$ cat src/rtl/pyr_pkg.sv
package pyr_pkg;

  // Scale factor of level k: 1.2^k in unsigned fixed point with fb fraction bits,
  // rounded at every step.
  function automatic longint unsigned lvl_factor(input int k, input int fb);
    longint unsigned f;
    f = 64'd1 << fb;
    for (int i = 0; i < k; i++) begin
      f = (f * 64'd6 + 64'd2) / 64'd5;
    end
    return f;
  endfunction

  // Source row that destination row (win-1) maps to at level k.
  // The level fits the window when this row is inside the frame.
  function automatic longint unsigned lvl_limit(input int k, input int fb, input int win);
    longint unsigned f;
    f = lvl_factor(k, fb);
    return (longint'(win - 1) * f + (64'd1 << (fb - 1))) >> fb;
  endfunction

endpackage

$ cat src/rtl/pyr_factor_rom.sv
module pyr_factor_rom #(
  parameter int NL  = 24,
  parameter int FB  = 16,
  parameter int FW  = 24,
  parameter int WIN = 21,
  parameter int LW  = 5
) (
  input  logic [LW-1:0] cur_lvl,
  output logic [FW-1:0] fac,
  output logic          nxt_exists,
  output logic [31:0]   limit_nxt
);
  localparam logic [LW-1:0] LAST = LW'(NL - 1);

  logic [FW-1:0] tbl_f [NL];
  logic [31:0]   tbl_l [NL];

  for (genvar g = 0; g < NL; g++) begin : g_tbl
    localparam longint unsigned FV = pyr_pkg::lvl_factor(g, FB);
    localparam longint unsigned LV = pyr_pkg::lvl_limit(g, FB, WIN);
    assign tbl_f[g] = FW'(FV);
    assign tbl_l[g] = 32'(LV);
  end

  logic [LW-1:0] idx_n;
  assign idx_n      = cur_lvl + LW'(1);
  assign nxt_exists = (cur_lvl < LAST);
  assign limit_nxt  = nxt_exists ? tbl_l[idx_n] : '1;
  assign fac        = tbl_f[cur_lvl];

endmodule

$ cat src/rtl/pyr_walker.sv
module pyr_walker #(
  parameter int CW = 12,
  parameter int FB = 16,
  parameter int FW = 24,
  parameter int LW = 5
) (
  input  logic          clk,
  input  logic          rst,
  input  logic          start,
  input  logic [CW-1:0] w_in,
  input  logic [CW-1:0] h_in,
  input  logic          adv,
  input  logic [FW-1:0] fac,
  input  logic          nxt_exists,
  input  logic [31:0]   limit_nxt,
  output logic          busy,
  output logic [LW-1:0] lvl,
  output logic [CW-1:0] g_x,
  output logic [CW-1:0] g_y,
  output logic [CW-1:0] g_sx,
  output logic [CW-1:0] g_sy,
  output logic [CW-1:0] w_q,
  output logic          g_eol,
  output logic          g_eolvl,
  output logic          g_last
);
  localparam int AW = CW + FB + 2;
  localparam int SW = AW - FB;
  localparam logic [AW-1:0] HALF = AW'(1) << (FB - 1);

  logic [CW-1:0] h_q;
  logic [AW-1:0] ax, ay, facx;
  logic [SW-1:0] sx_raw, sy_raw, nx_src, ny_src, w_ext, h_ext;
  logic          nxt_ok;

  assign facx   = AW'(fac);
  assign w_ext  = SW'(w_q);
  assign h_ext  = SW'(h_q);
  assign sx_raw = SW'((ax + HALF) >> FB);
  assign sy_raw = SW'((ay + HALF) >> FB);
  assign nx_src = SW'((ax + facx + HALF) >> FB);
  assign ny_src = SW'((ay + facx + HALF) >> FB);

  assign g_eol   = (nx_src >= w_ext);
  assign g_eolvl = g_eol && (ny_src >= h_ext);
  assign nxt_ok  = nxt_exists && (limit_nxt < 32'(h_q));
  assign g_last  = g_eolvl && !nxt_ok;

  // clamp to the frame edge
  assign g_sx = (sx_raw >= w_ext) ? (w_q - CW'(1)) : sx_raw[CW-1:0];
  assign g_sy = (sy_raw >= h_ext) ? (h_q - CW'(1)) : sy_raw[CW-1:0];

  always_ff @(posedge clk) begin
    if (rst) begin
      busy <= 1'b0;
      lvl  <= '0;
      g_x  <= '0;
      g_y  <= '0;
      ax   <= '0;
      ay   <= '0;
      w_q  <= '0;
      h_q  <= '0;
    end else if (!busy) begin
      if (start) begin
        busy <= 1'b1;
        w_q  <= w_in;
        h_q  <= h_in;
        lvl  <= '0;
        g_x  <= '0;
        g_y  <= '0;
        ax   <= '0;
        ay   <= '0;
      end
    end else if (adv) begin
      if (!g_eol) begin
        g_x <= g_x + CW'(1);
        ax  <= ax + facx;
      end else begin
        g_x <= '0;
        ax  <= '0;
        if (!g_eolvl) begin
          g_y <= g_y + CW'(1);
          ay  <= ay + facx;
        end else begin
          g_y <= '0;
          ay  <= '0;
          if (nxt_ok) lvl  <= lvl + LW'(1);
          else        busy <= 1'b0;
        end
      end
    end
  end

  // the row and column walk never leaves the frame, even before the clamp
  a_r11_src_inside: assert property (@(posedge clk) disable iff (rst)
    busy |-> (sx_raw < w_ext) && (sy_raw < h_ext));

  // every walk begins at the top-left pixel of level 0
  a_r2_level0_first: assert property (@(posedge clk) disable iff (rst)
    $rose(busy) |-> (lvl == '0) && (g_x == '0) && (g_y == '0));

  // a start pulse while busy leaves the latched dimensions alone
  a_r10_start_ignored: assert property (@(posedge clk) disable iff (rst)
    busy && start |=> $stable(w_q) && $stable(h_q));

endmodule

$ cat src/rtl/pyr_addr_pipe.sv
module pyr_addr_pipe #(
  parameter int CW = 12,
  parameter int LW = 5
) (
  input  logic            clk,
  input  logic            rst,
  input  logic            ready,
  input  logic            g_valid,
  input  logic [CW-1:0]   g_x,
  input  logic [CW-1:0]   g_y,
  input  logic [CW-1:0]   g_sx,
  input  logic [CW-1:0]   g_sy,
  input  logic [CW-1:0]   g_w,
  input  logic [LW-1:0]   g_lvl,
  input  logic            g_eol,
  input  logic            g_eolvl,
  input  logic            g_last,
  output logic            adv,
  output logic            o_valid,
  output logic [2*CW-1:0] o_addr,
  output logic [CW-1:0]   o_x,
  output logic [CW-1:0]   o_y,
  output logic [LW-1:0]   o_lvl,
  output logic            o_eol,
  output logic            o_eolvl,
  output logic            o_done
);
  localparam int PW = 2 * CW;

  logic          s1_v, s1_eol, s1_eolvl, s1_last;
  logic [CW-1:0] s1_x, s1_y, s1_sx, s1_sy, s1_w;
  logic [LW-1:0] s1_lvl;
  logic          adv2;

  assign adv2 = !o_valid || ready;
  assign adv  = !s1_v || adv2;

  always_ff @(posedge clk) begin
    if (rst) begin
      s1_v     <= 1'b0;
      s1_eol   <= 1'b0;
      s1_eolvl <= 1'b0;
      s1_last  <= 1'b0;
      s1_x     <= '0;
      s1_y     <= '0;
      s1_sx    <= '0;
      s1_sy    <= '0;
      s1_w     <= '0;
      s1_lvl   <= '0;
    end else if (adv) begin
      s1_v     <= g_valid;
      s1_eol   <= g_valid && g_eol;
      s1_eolvl <= g_valid && g_eolvl;
      s1_last  <= g_valid && g_last;
      s1_x     <= g_x;
      s1_y     <= g_y;
      s1_sx    <= g_sx;
      s1_sy    <= g_sy;
      s1_w     <= g_w;
      s1_lvl   <= g_lvl;
    end
  end

  always_ff @(posedge clk) begin
    if (rst) begin
      o_valid <= 1'b0;
      o_addr  <= '0;
      o_x     <= '0;
      o_y     <= '0;
      o_lvl   <= '0;
      o_eol   <= 1'b0;
      o_eolvl <= 1'b0;
      o_done  <= 1'b0;
    end else if (adv2) begin
      o_valid <= s1_v;
      o_addr  <= PW'(s1_sy) * PW'(s1_w) + PW'(s1_sx);
      o_x     <= s1_x;
      o_y     <= s1_y;
      o_lvl   <= s1_lvl;
      o_eol   <= s1_eol;
      o_eolvl <= s1_eolvl;
      o_done  <= s1_last;
    end
  end

  // a stalled transfer holds all of its fields
  a_r9_stall_hold: assert property (@(posedge clk) disable iff (rst)
    o_valid && !ready |=> o_valid && $stable(o_addr) && $stable(o_x) && $stable(o_y)
                          && $stable(o_lvl) && $stable(o_eol) && $stable(o_done));

  // the end of a level is also the end of a row
  a_r7_level_end_row_end: assert property (@(posedge clk) disable iff (rst)
    o_valid && o_eolvl |-> o_eol);

  // the pyramid ends only on the end of a level
  a_r8_done_on_level_end: assert property (@(posedge clk) disable iff (rst)
    o_valid && o_done |-> o_eolvl);

endmodule

$ cat src/rtl/pyr_scaler.sv
module pyr_scaler #(
  parameter int CW         = 12,
  parameter int FB         = 16,
  parameter int FW         = 24,
  parameter int MAX_LEVELS = 24,
  parameter int WIN        = 21
) (
  input  logic                          clk,
  input  logic                          rst,
  input  logic                          start,
  input  logic [CW-1:0]                 frame_w,
  input  logic [CW-1:0]                 frame_h,
  input  logic                          out_ready,
  output logic [2*CW-1:0]               mem_addr,
  output logic                          out_valid,
  output logic [CW-1:0]                 dst_x,
  output logic [CW-1:0]                 dst_y,
  output logic [$clog2(MAX_LEVELS)-1:0] level,
  output logic                          row_end,
  output logic                          level_end,
  output logic                          pyr_done
);
  localparam int LW = $clog2(MAX_LEVELS);

  logic          busy, adv, nxt_exists, eol, eolvl, last;
  logic [LW-1:0] lvl;
  logic [FW-1:0] fac;
  logic [31:0]   limit_nxt;
  logic [CW-1:0] gx, gy, gsx, gsy, wq;

  pyr_factor_rom #(.NL(MAX_LEVELS), .FB(FB), .FW(FW), .WIN(WIN), .LW(LW)) u_rom (
    .cur_lvl(lvl), .fac(fac), .nxt_exists(nxt_exists), .limit_nxt(limit_nxt)
  );

  pyr_walker #(.CW(CW), .FB(FB), .FW(FW), .LW(LW)) u_walk (
    .clk(clk), .rst(rst), .start(start), .w_in(frame_w), .h_in(frame_h),
    .adv(adv), .fac(fac), .nxt_exists(nxt_exists), .limit_nxt(limit_nxt),
    .busy(busy), .lvl(lvl), .g_x(gx), .g_y(gy), .g_sx(gsx), .g_sy(gsy),
    .w_q(wq), .g_eol(eol), .g_eolvl(eolvl), .g_last(last)
  );

  pyr_addr_pipe #(.CW(CW), .LW(LW)) u_pipe (
    .clk(clk), .rst(rst), .ready(out_ready), .g_valid(busy),
    .g_x(gx), .g_y(gy), .g_sx(gsx), .g_sy(gsy), .g_w(wq), .g_lvl(lvl),
    .g_eol(eol), .g_eolvl(eolvl), .g_last(last), .adv(adv),
    .o_valid(out_valid), .o_addr(mem_addr), .o_x(dst_x), .o_y(dst_y),
    .o_lvl(level), .o_eol(row_end), .o_eolvl(level_end), .o_done(pyr_done)
  );

endmodule

$ cat config.mk
export PLATFORM = sky130hd
export DESIGN_NAME = pyr_scaler
export DESIGN_NICKNAME = d
export VERILOG_FILES = /design/src/rtl/pyr_pkg.sv /design/src/rtl/pyr_factor_rom.sv /design/src/rtl/pyr_walker.sv /design/src/rtl/pyr_addr_pipe.sv /design/src/rtl/pyr_scaler.sv
export SDC_FILE = /design/constraint.sdc
export NUM_CORES = 1
export LEC_CHECK = 0
export CAP_MARGIN = 30
export CORE_UTILIZATION = 68
export DETAILED_ROUTE_END_ITERATION = 8
export GPL_TIMING_DRIVEN = 0
export PLACE_DENSITY = 0.88
export SLEW_MARGIN = 20
export SYNTH_ARGS = -nofsm -noshare
export SYNTH_HDL_FRONTEND = slang
export SYNTH_SLANG_ARGS = --single-unit
$ cat constraint.sdc
create_clock -name clk -period 12 [get_ports clk]
set_input_delay 1.2 -clock clk [delete_from_list [all_inputs] [get_ports clk]]
set_output_delay 1.2 -clock clk [all_outputs]
set_load 0.05 [all_outputs]
==> metrics.md, run 1 <==
| Metric | Value |
|---|---|
| Tcrit/Tclk final | 87.7% |
| Crit path time final | 10530 ps |
| DR WL/cell | 19.6 um |
| Worst Tran Pin Value | 1010 ps |
| Antenna-violating nets left | 0 |
| Final Hold Vio Count | 0 |
| # hold bufs at CTS | 0 |
| Pwr dens | 90.7 mW/mm2 |
| Vias in the first global route | 19168 |
| Max Root-Sink Buffers | 3 |
| Hold path depth | 2 |
| Non-Filler Instances | 3140 |
| Post-CTS Setup Inserts | 0 |
| Die area | 0.0309 mm2 |
| Setup Skew | 24.4 ps |
| FP Rows | 63 |
| CTS Sinks | 240 |
| Comb power frac | 16.2% |
| Routed vias | 19689 |
| Clock root buffer | clkbuf_16 |
| Drt pass-1 iters | 6 |
| CTS clk-pin slew, worst paths | 60 ps |
| Number of synthesized flops with an enable pin | 0 |
| Slew Viols, Final | 0 |
| Chip height | 176 um |
| Tot Pwr | 2.07 mW |
| Port bufs | 83 |
| Dominant synthesized flop cell | dfxtp_1 |
| Seq cells post-synth | 240 |
| Final TNS setup | 0 ps |
| VDD IR-drop max | 0.0936 mV |
| Type of the worst setup path | register to register |
| Iter 0 DRT Violations | 1708 |
| GRT Residual Overflow | 0 |
| Top cell by count, worst path | clkbuf_1 |
| Initial antenna violation count | 2 |
| Int Pwr | 1.46 mW |
| Max_slew headroom | 32.9% |
| Psw | 0.616 mW |
| Final hold slack | 450 ps |
| Sw Share | 29.7% |
| Synthesized instance count | 2615 |
| Placed Cells | 3088 |
| Htree depth | 1 |
| Outcome | completed |
| Largest net degree at the start of global routing | 15 |
| Sequential element share of the synthesized area | 23.4% |
| Gates resized, CTS repair | 0 |
| First-pass GRT wire length | 98200 um |
| Final #Nets | 3068 |
| CORE AREA | 0.0297 mm2 |
| Final setup fails | 0 |
| Layout area overhead | 11.2% |
| LEAKAGE | 10.2 nW |
| CTS Buf Count | 28 |
| Share of power burned in registers | 40.7% |
| Synth Cell Area | 0.0206 mm2 |
| Asr flop ratio synth | 0% |
| CP Buf/Inv Count | 6 |
| Final GP Congestion | 1.03 |
| CP top delay family | compound AO/OA/AOI/OAI gates |
| Levels on crit path | 34 |
| WL final | 61400 um |
| Unrepaired setup endpoints after global routing | false |
| Crit path largest cell delay | 720 ps |
| Ys Warns | 0 |
| TritonCTS clock tree | built |
| Layout cells sized above 1 | 3.24% |
| Fmax | 95.0 MHz |
| R2R cell count | 34 |
| Die Wd | 176 um |
| Ports | 85 |
| Syn Area/Cell | 7.86 um2 |
| Final Util | 76.9% |
| Worst-path fanout max | 10 |
| Total track usage | 39.8% |
| Initial core utilization | 69.2% |
| Clock share of power | 43.1% |
| Via-to-Cell Ratio | 6.27 |
| Post-DP HPWL | 47900 um |
| Post-Syn Nets | 2955 |
| Clock insertion delay at the later pin of the skew report | 560 ps |
| Residual DRC count | 0 |
| Crit. End Element | register |
| Worst min path class | register to register |
| Startpoint types | register |
| Synth cell types | 77 |
| Max-Cap Viols | 0 |
| WP data required | 12400 ps |
| Crit-path slowest cell | clkbuf_1 |
| Antenna diode count | 0 |
| CP arrival | 10930 ps |
cell usage after synthesis, drive strengths merged (6+ instances only):
cell type,count,area [um2]
a21o,65,488
nor2,157,589
and3,22,138
nand4,17,106
buf,22,97.6
or3,27,169
a31oi,14,103
clkbuf,132,495
or4,14,105
a311oi,12,105
xnor2,88,771
o31ai,13,97.6
dfxtp,240,4800
and2,67,419
a22oi,25,193
fa,113,2260
nor2b,9,56.3
a221oi,7,61.3
inv,189,709
or2,13,81.3
xor2,40,350
o311a,9,90.1
nand2,452,1700
o211ai,9,72.6
nor4,9,71.3
nand3,72,360
a21oi,253,1270
o311ai,11,96.3
nand2b,21,131
ha,199,2490
mux2i,34,340
a211oi,26,195
nor3b,6,45.0
o21bai,8,60.1
o21a,18,135
o21ai,95,475
nor3,46,230
power by group through the flow:
stage	Combinational [mW]	Clock (mW)	Sequential (mW)
after floorplan	0.208	0	0.868
after global placement	0.314	0	0.860
after detailed placement	0.327	0	0.861
after CTS	0.329	0.892	0.844
after global routing	0.365	0.927	0.846
final	0.336	0.893	0.845
cells in the final DEF, fill, tap and decap left out, types with 21 or more instances in the layout:
| master | n |
|---|---|
| nand2_1 | 452 |
| a21oi_1 | 253 |
| dfxtp_1 | 240 |
| ha_1 | 199 |
| inv_1 | 188 |
| nor2_1 | 157 |
| clkbuf_1 | 136 |
| fa_1 | 113 |
| o21ai_0 | 91 |
| xnor2_1 | 88 |
| clkdlybuf4s50_1 | 83 |
| nand3_1 | 72 |
| and2_1 | 67 |
| a21o_1 | 65 |
| nor3_1 | 46 |
| xor2_1 | 40 |
| mux2i_1 | 34 |
| clkbuf_16 | 29 |
| or3_1 | 27 |
| a211oi_1 | 25 |
| a22oi_1 | 24 |
| and3_1 | 22 |
| nand2b_1 | 21 |
cells by family (layout without fill, tap and decap cells):
family,count (synthesis),after routing,synth area share (%)
DFF,240,240,23.4
and+or+nand+nor,942,942,20.9
adders and majority gates,312,312,23.1
AOI/OAI and AO/OA,611,611,18.8
buffers and inverters,344,479,6.35
muxes,38,38,2.04
xor gates and xnor gates,128,128,5.45
layout make-up:
class | count | area, um2
Multi-Input combinational cell | 2031 | 14500
Timing Repair Buffer | 83 | 831
Fill cell | 2160 | 6860
Inverter | 190 | 713
Sequential cell | 240 | 4800
Tap cell | 390 | 488
Clock buffer | 35 | 768
Buffer | 154 | 593
Clock inverter | 17 | 201
flip-flops by register name (all words and copies together) (netlist names), 5 cells and up:
register,cells
u_pipe.o_addr,24
u_pipe.o_lvl,5
u_pipe.o_x,12
u_pipe.o_y,12
u_pipe.s1_lvl,5
u_pipe.s1_sx,12
u_pipe.s1_sy,12
u_pipe.s1_w,12
u_pipe.s1_x,12
u_pipe.s1_y,12
u_walk.ax,30
u_walk.ay,30
u_walk.g_x,12
u_walk.g_y,12
u_walk.h_q,12
u_walk.lvl,5
u_walk.w_q,12
metal layers:
layer / part of all wire, % / track usage [%]
met2: 47 / 67.4
met1: 39 / 48.9
met5: 0 / 0
met4: 5.9 / 21.5
met3: 7.8 / 5.56
final timing paths:
check	start	slack, ps	endpoint
worst max register to register	u_walk.lvl[1]	1470	u_walk.g_y[1]
worst min register to register	u_pipe.o_y[6]	450	u_pipe.o_y[6]
worst min-delay path	u_pipe.o_y[6]	450	u_pipe.o_y[6]
worst max-delay path	u_walk.lvl[1]	1470	u_walk.g_y[1]
worst register-to-register path: cells and delay by family, from the launching register on:
family | cells | cell delay, ps
xor gates and xnor gates | 1 | 180
DFF | 1 | 450
buffers and inverters | 6 | 2190
and+or+nand+nor | 7 | 1760
AOI/OAI and AO/OA | 16 | 4420
adders and majority gates | 4 | 1370
through the flow:
stage	area, um2	worst slack [ps]
after global placement	21900	2050
final	22900	1470
after detailed placement	21900	1940
after floorplan	20600	4670
after CTS	22900	1860
after global routing	22900	1220
Note: power is estimated with default switching activity, not from simulation.
==> run 2, diff against run 1 <==
CTS_CLUSTER_DIAMETER = 120   (was default)
SLEW_MARGIN = default   (was 20)
==> run 2 against run 1 <==
Against the previous run: first-iteration DRC count increased by 16%; sequential share of layout area about the same; highest routed layer unchanged; core utilization decreased by 0.13 points; final area decreased by 0.16%; worst hold slack improved by 2.1 ps; worst setup slack got worse by 40 ps.
==> metrics.md, run 2 (same netlist as run 1, synthesis figures left out) <==
| Metric | Value |
|---|---|
| WL final | 62000 um |
| Die area | 0.0309 mm2 |
| Commonest non-fill, non-tap cell in the layout | nand2_1 |
| Tcrit/Tclk final | 88.1% |
| R2R Setup Slk | 1430 ps |
| Port bufs | 83 |
| VDD IR-drop max | 0.0947 mV |
| Setup Skew | 33.2 ps |
| WP data required | 12390 ps |
| Type of the worst setup path | register to register |
| Fmax | 94.6 MHz |
| Worst Tran Pin Value | 1010 ps |
| LEAKAGE | 10.2 nW |
| Die Wd | 176 um |
| Startpoint types | register |
| Final Cell Area | 0.0228 mm2 |
| Min-delay src | u_pipe.o_y[6] |
| CTS Buf Count | 28 |
| Antenna-violating nets left | 0 |
| Max_slew headroom | 32.5% |
| Drt pass-1 iters | 8 |
| FP Rows | 63 |
| # hold bufs at CTS | 0 |
| Residual DRC count | 0 |
| Slew Viols, Final | 0 |
| Pwr dens | 89.8 mW/mm2 |
| Final Hold Vio Count | 0 |
| CP Buf/Inv Count | 7 |
| First-pass GRT wire length | 98900 um |
| Hold EP | u_pipe.o_y[6] |
| Layout area overhead | 11.0% |
| CTS Sinks | 240 |
| Worst min path class | register to register |
| GRT Residual Overflow | 0 |
| Area of placed instances | 0.0219 mm2 |
| CP arrival | 10960 ps |
| Post-CTS Setup Inserts | 0 |
| RR Endpoint | u_walk.g_y[1] |
| Top cell by count, worst path | clkbuf_1 |
| TritonCTS clock tree | built |
| Vias in the first global route | 19317 |
| Crit path largest cell delay | 730 ps |
| Initial antenna violation count | 0 |
| Initial core utilization | 69.2% |
| Outcome | completed |
| Tot Pwr | 2.05 mW |
| Largest net degree at the start of global routing | 15 |
| Unrepaired setup endpoints after global routing | false |
| Final #Nets | 3070 |
| CP top delay family | compound AO/OA/AOI/OAI gates |
| Clock insertion delay at the later pin of the skew report | 570 ps |
| FF/Latch Area | 0.00480 mm2 |
| Max Root-Sink Buffers | 3 |
| DR WL/cell | 19.7 um |
| Commonest non-fill, non-tap cells in the layout | nand2_1, a21oi_1, dfxtp_1, ha_1, inv_1 |
| Iter 0 DRT Violations | 1974 |
| Worst-path fanout max | 10 |
| Chip height | 176 um |
| Ports | 85 |
| Multi-input gate area | 0.0144 mm2 |
| Clock root buffer | clkbuf_16 |
| Gates resized, CTS repair | 0 |
| R2R cell count | 35 |
| Total track usage | 40.2% |
| Routed vias | 19747 |
| Regs by FF count | u_walk.ax: 30 flops, u_walk.ay: 30 flops, u_pipe.o_addr: 24 flops |
| Via-to-Cell Ratio | 6.28 |
| Final hold slack | 452 ps |
| Final Util | 76.8% |
| Crit. End Element | register |
| Post-DP HPWL | 47900 um |
| Reg2Reg Launch Point | u_walk.lvl[1] |
| Hold path depth | 2 |
| CORE AREA | 0.0297 mm2 |
| Final setup fails | 0 |
| Final GP Congestion | 1.03 |
| Max-Cap Viols | 0 |
| Fill cells | 2140 |
| CTS clk-pin slew, worst paths | 60 ps |
| Layout cells sized above 1 | 3.24% |
| Crit-path slowest cell | clkbuf_1 |
| Htree depth | 1 |
| Final TNS setup | 0 ps |
| Crit path time final | 10570 ps |
[run 2: cell count changes in the layout (fill, tap and decap cells not counted), moves of 2 or more]
cell and change:
clkinv_4 +2, clkinvlp_4 -3, clkinv_2 +3, buf_2 +2
[run 2: worst max path at each step]
stage / startpoint / to / depth (start not counted)
6_report: u_walk.lvl[1] / u_walk.g_y[1] / 35
5_1_grt: u_walk.lvl[1] / u_walk.g_y[0] / 35
4_1_cts: u_walk.lvl[1] / u_walk.g_y[1] / 35
3_5_place_dp: u_walk.lvl[1] / u_walk.g_y[1] / 35
3_3_place_gp: u_walk.lvl[1] / u_walk.ay[1] / 34
2_1_floorplan: u_walk.lvl[1] / u_walk.ay[0] / 35
[run 2: final cells by class]
class                           count  share of cell area, %
Inverter                          190                   3.12
Antenna cell                        1                 0.0110
Multi-Input combinational cell   2031                   63.3
Tap cell                          390                   2.14
Buffer                            154                   2.60
Timing Repair Buffer               85                   3.68
Clock buffer                       33                   3.29
Clock inverter                     18                  0.795
Sequential cell                   240                   21.1
[run 2: stage by stage]
step                      std cells  setup WS (ps)
final                          3142           1430
after global routing           3141           1110
after CTS                      3141           1810
after detailed placement       3090           1920
after floorplan                2615           4670
after global placement         3088           2050
[run 2: layer usage]
layer	global-route usage, %	part of all wire (%)
met1	48.9	39
met2	68.3	48
met3	6.06	8.4
met4	21.5	5.4
met5	0	0
[run 2: where the power goes]
part	internal, mW	switching, mW
registers	0.819	0.0256
logic	0.115	0.222
clock network	0.495	0.372
total	1.43	0.619
[run 2: tightest hold or removal path, cell delays in order, from the launching register on]
cell and delay [ps]:
dfxtp_1 310, nand2_1 50, a21oi_1 50
==> run 3, diff against run 2 <==
CTS_CLUSTER_DIAMETER = 30   (was 120)
==> run 3 against run 2 <==
Against the previous run: critical path depth unchanged; routed wire length up 4.8%; largest power group unchanged; register-to-register slack better by 50 ps; global-route usage up 1.8 points.
==> metrics.md, run 3 (same netlist as run 1, synthesis figures left out) <==
| Metric | Value |
|---|---|
| Tot Pwr | 2.69 mW |
| Commonest non-fill, non-tap cells in the layout | nand2_1, a21oi_1, dfxtp_1, ha_1, inv_1 |
| Chip height | 176 um |
| Multi-input gate area | 0.0144 mm2 |
| GRT Residual Overflow | 0 |
| Via-to-Cell Ratio | 6.38 |
| Regs by FF count | u_walk.ax: 30 flops, u_walk.ay: 30 flops, u_pipe.o_addr: 24 flops |
| Tcrit/Tclk final | 87.7% |
| Antenna-violating nets left | 0 |
| Antenna diode count | 0 |
| Worst slack at placement | 1920 ps |
| Worst-path fanout max | 10 |
| Int Pwr | 1.96 mW |
| WP data required | 12400 ps |
| Largest net degree at the start of global routing | 16 |
| CP top delay family | compound AO/OA/AOI/OAI gates |
| CTS Sinks | 240 |
| Iter 0 DRT Violations | 1989 |
| Non-Filler Instances | 3187 |
| Fill cells | 1952 |
| Pwr dens | 113 mW/mm2 |
| Max_slew headroom | 32.1% |
| Min-delay src | u_pipe.o_y[6] |
| Final Hold Vio Count | 0 |
| Final setup fails | 0 |
| WL final | 65000 um |
| Drt pass-1 iters | 6 |
| DR WL/cell | 20.4 um |
| Total track usage | 42.0% |
| LEAKAGE | 10.6 nW |
| Layout cells sized above 1 | 4.61% |
| Residual DRC count | 0 |
| Levels on crit path | 35 |
| Post-CTS Setup Inserts | 0 |
| Gates resized, CTS repair | 0 |
| Crit-path slowest cell | clkbuf_1 |
| Die area | 0.0309 mm2 |
| VDD IR-drop max | 0.119 mV |
| Crit path from | u_walk.lvl[1] |
| Final WS setup | 1480 ps |
| Die Wd | 176 um |
| Setup Skew | 30.1 ps |
| Vias in the first global route | 20150 |
| Ports | 85 |
| CTS Buf Count | 54 |
| Final TNS setup | 0 ps |
| Final #Nets | 3096 |
| FF/Latch Area | 0.00480 mm2 |
| TritonCTS clock tree | built |
| Startpoint types | register |
| Worst Tran Pin Value | 1020 ps |
| Slew Viols, Final | 0 |
| Reg2Reg Launch Point | u_walk.lvl[1] |
| Outcome | completed |
| CP Buf/Inv Count | 7 |
| Share of power burned in registers | 31.5% |
| Max-Cap Viols | 0 |
| Crit path largest cell delay | 720 ps |
| Unrepaired setup endpoints after global routing | false |
| Placed Cells | 3090 |
| Top cell by count, worst path | clkbuf_1 |
| Max Root-Sink Buffers | 3 |
| Psw | 0.734 mW |
| Initial core utilization | 69.2% |
| Fmax | 95.1 MHz |
| Final hold slack | 450 ps |
| Clock share of power | 55.8% |
| CP arrival | 10920 ps |
| Port bufs | 83 |
| CORE AREA | 0.0297 mm2 |
| Crit path time final | 10520 ps |
| Comb power frac | 12.7% |
| Worst min path class | register to register |
| Initial antenna violation count | 0 |
| Sw Share | 27.3% |
| First-pass GRT wire length | 103000 um |
| Commonest non-fill, non-tap cell in the layout | nand2_1 |
| Final GP Congestion | 1.03 |
| Type of the worst setup path | register to register |
| Layout area overhead | 15.6% |
| RR Endpoint | u_walk.ay[1] |
| R2R cell count | 35 |
| Clock root buffer | clkbuf_16 |
| Crit. End Element | register |
| # hold bufs at CTS | 0 |
| Worst setup endpoint | u_walk.ay[1] |
| Htree depth | 2 |
| FP Rows | 63 |
| Post-DP HPWL | 47900 um |
| R2R Setup Slk | 1480 ps |
| CTS clk-pin slew, worst paths | 50 ps |
| Routed vias | 20333 |
| Clock insertion delay at the later pin of the skew report | 580 ps |
-- run 3: layer usage --
metal	routed length [um]	vias to the layer above	track usage, %
li1	-	9288	-
met1	24400	9614	49.6
met2	30600	1137	70.7
met3	5770	294	7.51
met4	4240	0	25.8
met5	0	-	0
-- run 3: cell type report --
class | instances | area share [%]
clock buffer | 70 | 6.28
sequential | 240 | 20.2
buffer | 154 | 2.50
tap | 390 | 2.05
multi-input combinational | 2031 | 60.8
timing repair buffer | 85 | 3.54
inverter | 190 | 3.00
clock inverter | 27 | 1.59
-- run 3: power groups by stage --
stage / combinational [mW] / sequential [mW] / clock (mW)
6_report: 0.341 / 0.848 / 1.50
5_1_grt: 0.368 / 0.849 / 1.54
4_1_cts: 0.332 / 0.847 / 1.50
3_5_place_dp: 0.326 / 0.861 / 0
3_3_place_gp: 0.314 / 0.860 / 0
2_1_floorplan: 0.208 / 0.868 / 0
-- run 3: worst min-delay path by stage --
stage / end / depth (start not counted)
finish: u_pipe.o_y[6] / 2
global placement: u_pipe.o_addr[19] / 2
detailed placement: u_pipe.s1_y[8] / 2
CTS: u_pipe.s1_y[6] / 2
floorplan: u_pipe.o_done / 2
global route: u_pipe.s1_y[6] / 2
-- run 3: worst min-delay path, stage by stage, from the launching register on --
cell and delay (ps):
dfxtp_1 300, nand2_1 50, a21oi_1 50
-- run 3: stage by stage --
stage | cell area (um2) | utilization, %
floorplan | 20600 | -
global placement | 21900 | 73.6
detailed placement | 21900 | 73.7
CTS | 23800 | 79.9
global route | 23800 | 79.9
finish | 23800 | 79.9
